## src/rtl/spi_eng_pkg.sv

```systemverilog
package spi_eng_pkg;
  typedef enum logic [1:0] {
    XM_NONE   = 2'd0,
    XM_TX     = 2'd1,
    XM_RXONLY = 2'd2
  } xfer_mode_e;

  function automatic xfer_mode_e pick_mode(input logic tx_off, input logic rx_off);
    if (!tx_off)      return XM_TX;
    else if (!rx_off) return XM_RXONLY;
    else              return XM_NONE;
  endfunction
endpackage

```

## src/rtl/spi_baud_timer.sv

```systemverilog
module spi_baud_timer #(
  parameter int BR_W = 16
) (
  input  logic            clk,
  input  logic            rst,
  input  logic            run,
  input  logic [BR_W-1:0] reload,
  output logic            tick
);
  logic [BR_W-1:0] cnt;

  assign tick = run && (cnt == '0);

  always_ff @(posedge clk) begin
    if (rst)                   cnt <= '0;
    else if (!run || tick)     cnt <= reload;
    else                       cnt <= cnt - 1'b1;
  end
endmodule

```

## src/rtl/spi_edge_seq.sv

```systemverilog
module spi_edge_seq #(
  parameter int LEN_W = 5,
  parameter int CNT_W = LEN_W + 1
) (
  input  logic             clk,
  input  logic             rst,
  input  logic             tick,
  input  logic             load,
  input  logic [LEN_W-1:0] cfg_len,
  input  logic             cfg_lead_sample,
  output logic [LEN_W-1:0] bit_idx,
  output logic             do_sample,
  output logic             do_shift,
  output logic             last_edge
);
  logic [CNT_W-1:0] ecnt;
  logic             leading;

  // ecnt counts toggles already made in this word; the next one is leading when even
  assign leading   = ~ecnt[0];
  assign last_edge = (ecnt == CNT_W'({cfg_len, 1'b1}));
  assign do_sample = cfg_lead_sample ? leading : ~leading;
  assign do_shift  = cfg_lead_sample ? (~leading && !last_edge)
                                     : (leading && (ecnt != '0));

  always_ff @(posedge clk) begin
    if (rst) begin
      ecnt    <= '0;
      bit_idx <= '0;
    end else if (load) begin
      ecnt    <= '0;
      bit_idx <= '0;
    end else if (tick) begin
      ecnt <= ecnt + 1'b1;
      if (do_shift) bit_idx <= bit_idx + 1'b1;
    end
  end
endmodule

```

## src/rtl/spi_rx_budget.sv

```systemverilog
module spi_rx_budget #(
  parameter int REQ_W  = 16,
  parameter int BYTE_W = 3
) (
  input  logic              clk,
  input  logic              rst,
  input  logic              req_wr,
  input  logic [REQ_W-1:0]  req_bytes,
  input  logic              consume,
  input  logic [BYTE_W-1:0] word_bytes,
  output logic [REQ_W-1:0]  left,
  output logic              last_word
);
  logic accept;

  assign accept    = req_wr && (left == '0) && (req_bytes != '0);
  assign last_word = (left <= REQ_W'(word_bytes));

  always_ff @(posedge clk) begin
    if (rst)          left <= '0;
    else if (accept)  left <= req_bytes;
    else if (consume) left <= last_word ? '0 : left - REQ_W'(word_bytes);
  end
endmodule

```

## src/rtl/spi_shift_engine.sv

```systemverilog
module spi_shift_engine
  import spi_eng_pkg::*;
#(
  parameter int MAX_BITS = 32,
  parameter int BR_W     = 16,
  parameter int REQ_W    = 16,
  parameter int LEN_W    = $clog2(MAX_BITS)
) (
  input  logic                clk,
  input  logic                rst,
  input  logic [LEN_W-1:0]    cfg_len,
  input  logic [BR_W-1:0]     cfg_reload,
  input  logic                cfg_cpol,
  input  logic                cfg_lead_sample,
  input  logic                cfg_msb_first,
  input  logic                cfg_tx_off,
  input  logic                cfg_rx_off,
  input  logic                cfg_idle_val,
  input  logic [MAX_BITS-1:0] tx_data,
  input  logic                tx_valid,
  output logic                tx_ready,
  input  logic                rxreq_wr,
  input  logic [REQ_W-1:0]    rxreq_bytes,
  output logic [REQ_W-1:0]    rx_left,
  output logic [MAX_BITS-1:0] rx_data,
  output logic                rx_valid,
  output logic                busy,
  output logic                word_end,
  output logic                tx_underflow,
  output logic                sck,
  output logic                mosi,
  input  logic                miso
);
  localparam int BYTE_W = (LEN_W > 3) ? LEN_W - 2 : 1;

  xfer_mode_e          mode;
  logic                tick, do_sample, do_shift, last_edge, last_word;
  logic [LEN_W-1:0]    bit_idx, pos;
  logic [BYTE_W-1:0]   wbytes;
  logic                end_word, start, cont, load, sample_now;
  logic                busy_q, sck_q, we_q, rv_q, uf_q;
  logic [MAX_BITS-1:0] tx_word, rx_shift, rx_next, rx_data_q;

  assign mode    = pick_mode(cfg_tx_off, cfg_rx_off);
  assign wbytes  = BYTE_W'(cfg_len >> 3) + BYTE_W'(1);
  assign pos     = cfg_msb_first ? (cfg_len - bit_idx) : bit_idx;

  spi_baud_timer #(.BR_W(BR_W)) timer_i (
    .clk(clk), .rst(rst), .run(busy_q), .reload(cfg_reload), .tick(tick)
  );

  spi_edge_seq #(.LEN_W(LEN_W)) seq_i (
    .clk(clk), .rst(rst), .tick(tick), .load(load), .cfg_len(cfg_len),
    .cfg_lead_sample(cfg_lead_sample), .bit_idx(bit_idx), .do_sample(do_sample),
    .do_shift(do_shift), .last_edge(last_edge)
  );

  spi_rx_budget #(.REQ_W(REQ_W), .BYTE_W(BYTE_W)) budget_i (
    .clk(clk), .rst(rst), .req_wr(rxreq_wr), .req_bytes(rxreq_bytes),
    .consume(end_word && (mode == XM_RXONLY)), .word_bytes(wbytes),
    .left(rx_left), .last_word(last_word)
  );

  assign end_word = tick && last_edge;
  assign start    = !busy_q && (((mode == XM_TX) && tx_valid) ||
                                ((mode == XM_RXONLY) && (rx_left != '0)));
  assign cont     = end_word && (((mode == XM_TX) && tx_valid) ||
                                 ((mode == XM_RXONLY) && !last_word));
  assign load     = start || cont;
  assign tx_ready = (mode == XM_TX) && (!busy_q || end_word);
  assign sample_now = tick && do_sample && !cfg_rx_off;

  always_comb begin
    rx_next = rx_shift;
    if (sample_now) rx_next[pos] = miso;
  end

  always_ff @(posedge clk) begin
    if (rst) begin
      busy_q    <= 1'b0;
      sck_q     <= cfg_cpol;
      tx_word   <= '0;
      rx_shift  <= '0;
      rx_data_q <= '0;
      we_q      <= 1'b0;
      rv_q      <= 1'b0;
      uf_q      <= 1'b0;
    end else begin
      we_q <= end_word;
      rv_q <= end_word && !cfg_rx_off;
      uf_q <= end_word && (mode == XM_TX) && !tx_valid;
      if (start)                busy_q <= 1'b1;
      else if (end_word && !cont) busy_q <= 1'b0;
      if (!busy_q)   sck_q <= cfg_cpol;
      else if (tick) sck_q <= ~sck_q;
      if (load && (mode == XM_TX)) tx_word <= tx_data;
      rx_shift <= load ? '0 : rx_next;
      if (end_word && !cfg_rx_off) rx_data_q <= rx_next;
    end
  end

  assign busy         = busy_q;
  assign sck          = sck_q;
  assign word_end     = we_q;
  assign rx_valid     = rv_q;
  assign tx_underflow = uf_q;
  assign rx_data      = rx_data_q;
  assign mosi         = (busy_q && (mode == XM_TX)) ? tx_word[pos] : cfg_idle_val;
endmodule

```

## config.mk

```make
export PLATFORM = sky130hd
export DESIGN_NAME = spi_shift_engine
export DESIGN_NICKNAME = d
export VERILOG_FILES = /design/src/rtl/spi_eng_pkg.sv /design/src/rtl/spi_baud_timer.sv /design/src/rtl/spi_edge_seq.sv /design/src/rtl/spi_rx_budget.sv /design/src/rtl/spi_shift_engine.sv
export SDC_FILE = /design/constraint.sdc
export NUM_CORES = 1
export LEC_CHECK = 0
export BUFFER_PORTS_ARGS = -buffer_cell sky130_fd_sc_hd__buf_4
export CORE_MARGIN = 2
export CORE_UTILIZATION = 55
export DETAILED_ROUTE_END_ITERATION = 16
export PLACE_DENSITY = 0.82
export SYNTH_ARGS = -nofsm -noshare
export SYNTH_HDL_FRONTEND = slang
export SYNTH_HIERARCHICAL = 1
export SYNTH_SLANG_ARGS = --single-unit
```

## constraint.sdc

```tcl
create_clock -name clk -period 4.75 [get_ports clk]
set_input_delay 0.475 -clock clk [delete_from_list [all_inputs] [get_ports clk]]
set_output_delay 0.475 -clock clk [all_outputs]
set_load 0.01 [all_outputs]
```

==> metrics.txt, run 1 <==
result of the run finished clean; category of the worst setup path capture point output port; Layout Utilization 68.6%; number of failing hold endpoints at the final stage 0; standard cell core area 13100 um^2; number of global-route vias before repair 6053; total non-filler cell area in the finished layout 9010 um^2; reported max-cap violation count 0; crit start category flip-flop; initial cell density of the core 55.9%; post-detailed-route wirelength per cell 15.5 um; Max Root-Sink Buffers 2; level count of the clock H-tree 4; number of buffers inserted during clock tree synthesis 17; static leakage 3.57 nW; power density normalized to cell area 404 nW/um^2; CP Class reg -> out; slew at the pin closest to its max-slew limit 0.994 ns; worst slew slack as a fraction of its limit 33.8%; TritonCTS clock tree built; number of buffers and inverters on the critical path 2; post-route minimum period 3.82 ns; buffer cell driving the clock tree root clkbuf_16; final WL 17800 um; crit path DAT 3.35 ns; clock-pin transition on the worst setup and hold timing paths 0.06 ns; gate count after technology mapping 853; total power consumption of the routed design 0.00364 W; remaining design rule violation count 0; Area growth, synth to finish 22.6%; required time worst endpoint 4.28 ns; Synth warnings 6; number of sinks handled by clock tree synthesis 144; clock insertion delay at the later pin of the skew report 0.42 ns; setup repair after global routing missed its margin no; pin count of the biggest net entering global routing 65; cell area after synthesis 7350 um^2; count of vias placed by the detailed router 6526; gr ovfl total 0; Layout Skew 0.00789 ns; total setup buffers inserted after CTS 0; vertical die dimension 120 um; sum of net half-perimeters after detailed placement 12000 um; minimum hold slack 0.250 ns; nets@finish 1054; port bufs 134; cell at the slowest stage of the critical path a21oi_2; worst min-delay path category in -> reg; CP top delay family compound AO/OA/AOI/OAI gates; die width 120 um; aggregate global-route resource usage 25.3%; worst-case vdd ir drop 0.000295 V; share of layout cells above drive strength 1 22.5%; global-route wire length before repair 29400 um; largest stage delay on the critical path 0.52 ns; number of DRC markers after the initial detailed-route iteration 399; row count 42; highest clock frequency the design can meet 262 MHz; highest net fanout along the worst path 10; post-synthesis average cell area 8.61 um^2; pins over their slew limit 0; setup_tns 0 ns; last weighted congestion value of the routability-driven placer 0.838; Final setup violation count 0; count of TritonRoute iterations in the first routing pass 5; ant diodes 0; CTS resizes 0; DIE AREA 14300 um^2; hold-fix buffers at CTS 0; cell-by-cell listing of the critical path ha_1, inv_1, fa_1, xnor2_1, a21oi_2, mux2_2, nand2_1, o211ai_1, a32oi_1, a31oi_1, buf_4; share of the cycle needed by the critical path after routing 80.4%; net count after synthesis 947; total I/O pin count 135; antenna violations before repair 0; Post-DP Area 8390 um^2; count of nets left with antenna violations after detail routing 0; average via count per standard cell 5.68
-- per-layer routing --
metal	track usage (%)	wire [um]	vias up	share of wire [%]
met4	7.79	220	0	1.2
met5	0	0	-	0
li1	-	-	3273	-
met1	34.3	8270	3043	46
met2	40.4	8420	189	47
met3	5.37	893	21	5.0
-- report_power, final --
part / switching [W] / leakage (nW) / total [W] / internal, W
Clock: 0.000498 / 0.306 / 0.00140 / 0.000900
Combinational: 0.000497 / 2.09 / 0.000860 / 0.000364
Sequential: 0.0000969 / 1.17 / 0.00138 / 0.00129
-- layout make-up --
cell class / instances / area [um^2]
multi-input combinational: 633 / 4130
fill: 1094 / 4130
sequential: 144 / 2890
timing repair buffer: 143 / 1070
clock buffer: 20 / 457
tap: 176 / 220
clock inverter: 11 / 161
inverter: 21 / 78.8
-- flip-flops by register name, indices dropped and copies added, names as in the netlist --
register and count:
rx_valid 1, budget_i/left 16, busy 1, rx_shift 32
rx_data 32, tx_underflow 1, seq_i/bit_idx 5, seq_i/ecnt 6
timer_i/cnt 16, tx_word 32, word_end 1, sck 1
-- worst reg2reg max path: stages, from the launching register on --
cell and delay, ns:
dfxtp_1 0.33, inv_1 0.09, ha_1 0.20, nor3b_2 0.51
nand3_1 0.14, nor4bb_1 0.47, nand2_1 0.42, nor2_4 0.18
and2_1 0.14, clkinv_1 0.40, a21oi_1 0.26, buf_4 0.25
o21ai_0 0.12, a211oi_1 0.20
-- worst paths after layout --
path	startpoint	end	slack, ns	depth (start not counted)
worst max-delay path	seq_i/bit_idx[0]	mosi	0.93	11
worst min-delay path	tx_valid	tx_underflow	0.25	2
worst max register to register	timer_i/cnt[0]	budget_i/left[13]	0.96	13
worst min register to register	tx_word[30]	tx_word[30]	0.45	2
-- metrics by stage --
step	setup WS, ns	instances
4_1_cts	0.921	1148
2_1_floorplan	0.550	853
6_report	0.930	1148
3_3_place_gp	1.21	1117
3_5_place_dp	1.04	1117
5_1_grt	0.415	1148
-- cells in the final DEF, fill, tap and decap left out, drive strengths merged, types with 4 or more instances in the layout --
cell / n
nand3: 37
dfxtp: 143
xor2: 11
o21ai: 7
clkbuf: 20
nor3b: 4
clkinv: 6
nor4: 26
o31a: 4
or3: 8
nor3: 12
and3: 4
nand2b: 8
a31oi: 17
a21oi: 62
nand3b: 15
buf: 143
bufinv: 4
and2: 6
o31ai: 4
nand2: 110
ha: 12
nand4: 11
mux2i: 59
or2: 4
nor2: 99
inv: 21
o211ai: 6
xnor2: 16
a211oi: 48
No activity file was read; power rests on OpenSTA's default activity.
==> run 2: changes to the inputs <==
--- a/config.mk
+++ b/config.mk
@@ -7,9 +7,9 @@
 export LEC_CHECK = 0
 export BUFFER_PORTS_ARGS = -buffer_cell sky130_fd_sc_hd__buf_4
 export CORE_MARGIN = 2
-export CORE_UTILIZATION = 55
+export CORE_UTILIZATION = 51
 export DETAILED_ROUTE_END_ITERATION = 16
-export PLACE_DENSITY = 0.82
+export PLACE_DENSITY = 0.8
 export SYNTH_ARGS = -nofsm -noshare
 export SYNTH_HDL_FRONTEND = slang
 export SYNTH_HIERARCHICAL = 1
==> constraint.sdc (replaced) <==
create_clock -name clk -period 3.1 [get_ports clk]
set_input_delay 0.31 -clock clk [delete_from_list [all_inputs] [get_ports clk]]
set_output_delay 0.31 -clock clk [all_outputs]
set_load 0.01 [all_outputs]
==> run 2 against run 1 <==
Net effect:
- cell count up 3.3%
- count of clock-buffer cells in the layout up 2
- worst hold slack worse by 0.20 ns
- combinational power up 65%
- critical endpoint unchanged
==> metrics.txt, run 2 (synthesized netlist as in run 1, its figures left out) <==
result of the run finished clean; gr ovfl total 0 (unchanged); highest net fanout along the worst path 5 (-5); sum of net half-perimeters after detailed placement 12600 um (+4.9%); ant diodes 0 (unchanged); Reg power frac 36.6% (-1.4 points); global-route wire length before repair 29100 um (-1.1%); clock-pin transition on the worst setup and hold timing paths 0.06 ns (about the same); post-route non-filler standard cell count 1186 (+3.3%); highest clock frequency the design can meet 329 MHz; most frequent standard cell in the layout excluding fill and tap cells buf_4; number of sinks handled by clock tree synthesis 144 (unchanged); antenna violations before repair 0 (unchanged); port bufs 134 (unchanged); Final setup violation count 0 (unchanged); net switching fraction of the power 29.5% (-0.52 points); slew at the pin closest to its max-slew limit 0.787 ns (-0.207 ns); routing usage on met1 32.0% (-2.3 points); initial cell density of the core 52.5% (-3.4 points); Net Switching 0.00170 W (+56%); clock network power share 38.8% (+0.4 points); last weighted congestion value of the routability-driven placer 0.838 (about the same); power density normalized to cell area 614 nW/um^2 (+52%); category of the worst setup path capture point output port; hold-fix buffers at CTS 0 (unchanged); number of buffers inserted during clock tree synthesis 17 (unchanged); vertical die dimension 124 um (+3.7%); die width 124 um (+3.7%); pins over their slew limit 0 (unchanged); Post-DP Area 8620 um^2 (+2.8%); aggregate global-route resource usage 24.1% (-1.2 points); number of placed cells counting well taps 1144 (+2.4%); post-route minimum period 3.04 ns; Layout Skew 0.00889 ns (+0.000998 ns); crit start category flip-flop; clock insertion delay at the later pin of the skew report 0.42 ns (about the same); crit path DAT 2.73 ns (-0.62 ns); minimum hold slack 0.0479 ns (-0.202 ns); final WL 18200 um (+2.0%); worst-case vdd ir drop 0.000399 V (+35%); pin count of the biggest net entering global routing 70 (+7.7%); most used cells in the layout excluding fill and tap cells 172 x buf_4, 141 x dfxtp_1, 107 x nand2_1, 97 x nor2_1, 58 x a21oi_1; share of layout cells above drive strength 1 26.6% (+4.1 points); number of DRC markers after the initial detailed-route iteration 386 (-3.3%); post-detailed-route wirelength per cell 15.3 um (-1.2%); worst min-delay path category in -> reg; Filler Cells Inserted 1182 (+8.0%); internal power 0.00408 W (+60%); GRT busiest layer met2; static leakage 3.76 nW (+5.5%); count of vias placed by the detailed router 6625 (+1.5%); final setup slack of the worst path 0.0575 ns (-0.872 ns); total I/O pin count 135 (unchanged); Area growth, synth to finish 28.1%; count of nets left with antenna violations after detail routing 0 (unchanged); CP Class reg -> out; fraction of met3 tracks used by global routing 6.41% (+1.0 points); DIE AREA 15400 um^2 (+7.6%); level count of the clock H-tree 4 (unchanged); worst slew slack as a fraction of its limit 47.6% (+14 points); number of global-route vias before repair 6038 (-0.25%); remaining design rule violation count 0 (unchanged); reported max-cap violation count 0 (unchanged); share of power burned in combinational logic 24.6% (+1.0 points); count of TritonRoute iterations in the first routing pass 5 (unchanged); share of the cycle needed by the critical path after routing 98.1%; number of failing hold endpoints at the final stage 0 (unchanged); buffer cell driving the clock tree root clkbuf_16; total non-filler cell area in the finished layout 9420 um^2 (+4.5%); TritonCTS clock tree built; register cell area after layout 2900 um^2 (+0.17%); Placement Setup Slack 0.194 ns (-0.842 ns); multi-input logic area 4220 um^2 (+2.3%); global-route met2 utilization 38.4% (-2.0 points); row count 43 (+2.4%); required time worst endpoint 2.79 ns (-1.49 ns); nets@finish 1087 (+3.1%); average via count per standard cell 5.59 (-1.7%); setup repair after global routing missed its margin yes; Max Root-Sink Buffers 2 (unchanged); standard cell core area 14000 um^2 (+6.5%)
## run 2: worst paths after layout
check        slack (ns)                 to  cells past startpoint              from
min                0.05       tx_underflow                      2          tx_valid
min reg2reg        0.45         tx_word[2]                      2        tx_word[2]
max                0.06               mosi                     11  seq_i/bit_idx[0]
max reg2reg        0.23  budget_i/left[13]                     13    timer_i/cnt[0]
## run 2: critical path, stage by stage, from the launching register on
cell	delay, ns
dfxtp_4	0.35
ha_4	0.13
inv_2	0.04
fa_2	0.42
xnor2_2	0.17
a21oi_2	0.21
buf_6	0.16
mux2i_2	0.21
o211ai_1	0.10
a32oi_1	0.22
a31oi_1	0.13
buf_4	0.16
## run 2: metrics by stage
stage	utilization, %	total power [W]	setup TNS (ns)
2_1_floorplan	-	0.00315	0
3_3_place_gp	61.7	0.00352	0
3_5_place_dp	61.7	0.00354	0
4_1_cts	66.4	0.00579	0
5_1_grt	67.3	0.00606	-0.0611
6_report	67.3	0.00578	0
## run 2: final cells by class
class / instances / share of cell area [%]
Sequential cell: 144 / 30.8
Tap cell: 180 / 2.39
Clock buffer: 22 / 4.93
Timing Repair Buffer: 176 / 14.3
Inverter: 21 / 0.850
Multi-Input combinational cell: 633 / 44.8
Clock inverter: 10 / 1.93
## run 2: power groups by stage
stage	registers, W	logic, W	clock network (W)
2_1_floorplan	0.00215	0.000999	0
3_3_place_gp	0.00215	0.00137	0
3_5_place_dp	0.00215	0.00139	0
4_1_cts	0.00211	0.00140	0.00227
5_1_grt	0.00213	0.00156	0.00237
6_report	0.00212	0.00142	0.00224
## run 2: metal layers
layer	vias to the layer above	wire length, um
met5	-	0
met4	0	236
met3	22	1150
met2	198	8410
met1	3066	8370
li1	3339	-
## run 2: what timing repair did
action,4_1_cts,5_1_grt
gates cloned,0,1
resized for setup,6,15
hold endpoints to repair,0,0
setup buffers,0,9
endpoints found under the setup margin,1,1
pin swaps,1,7
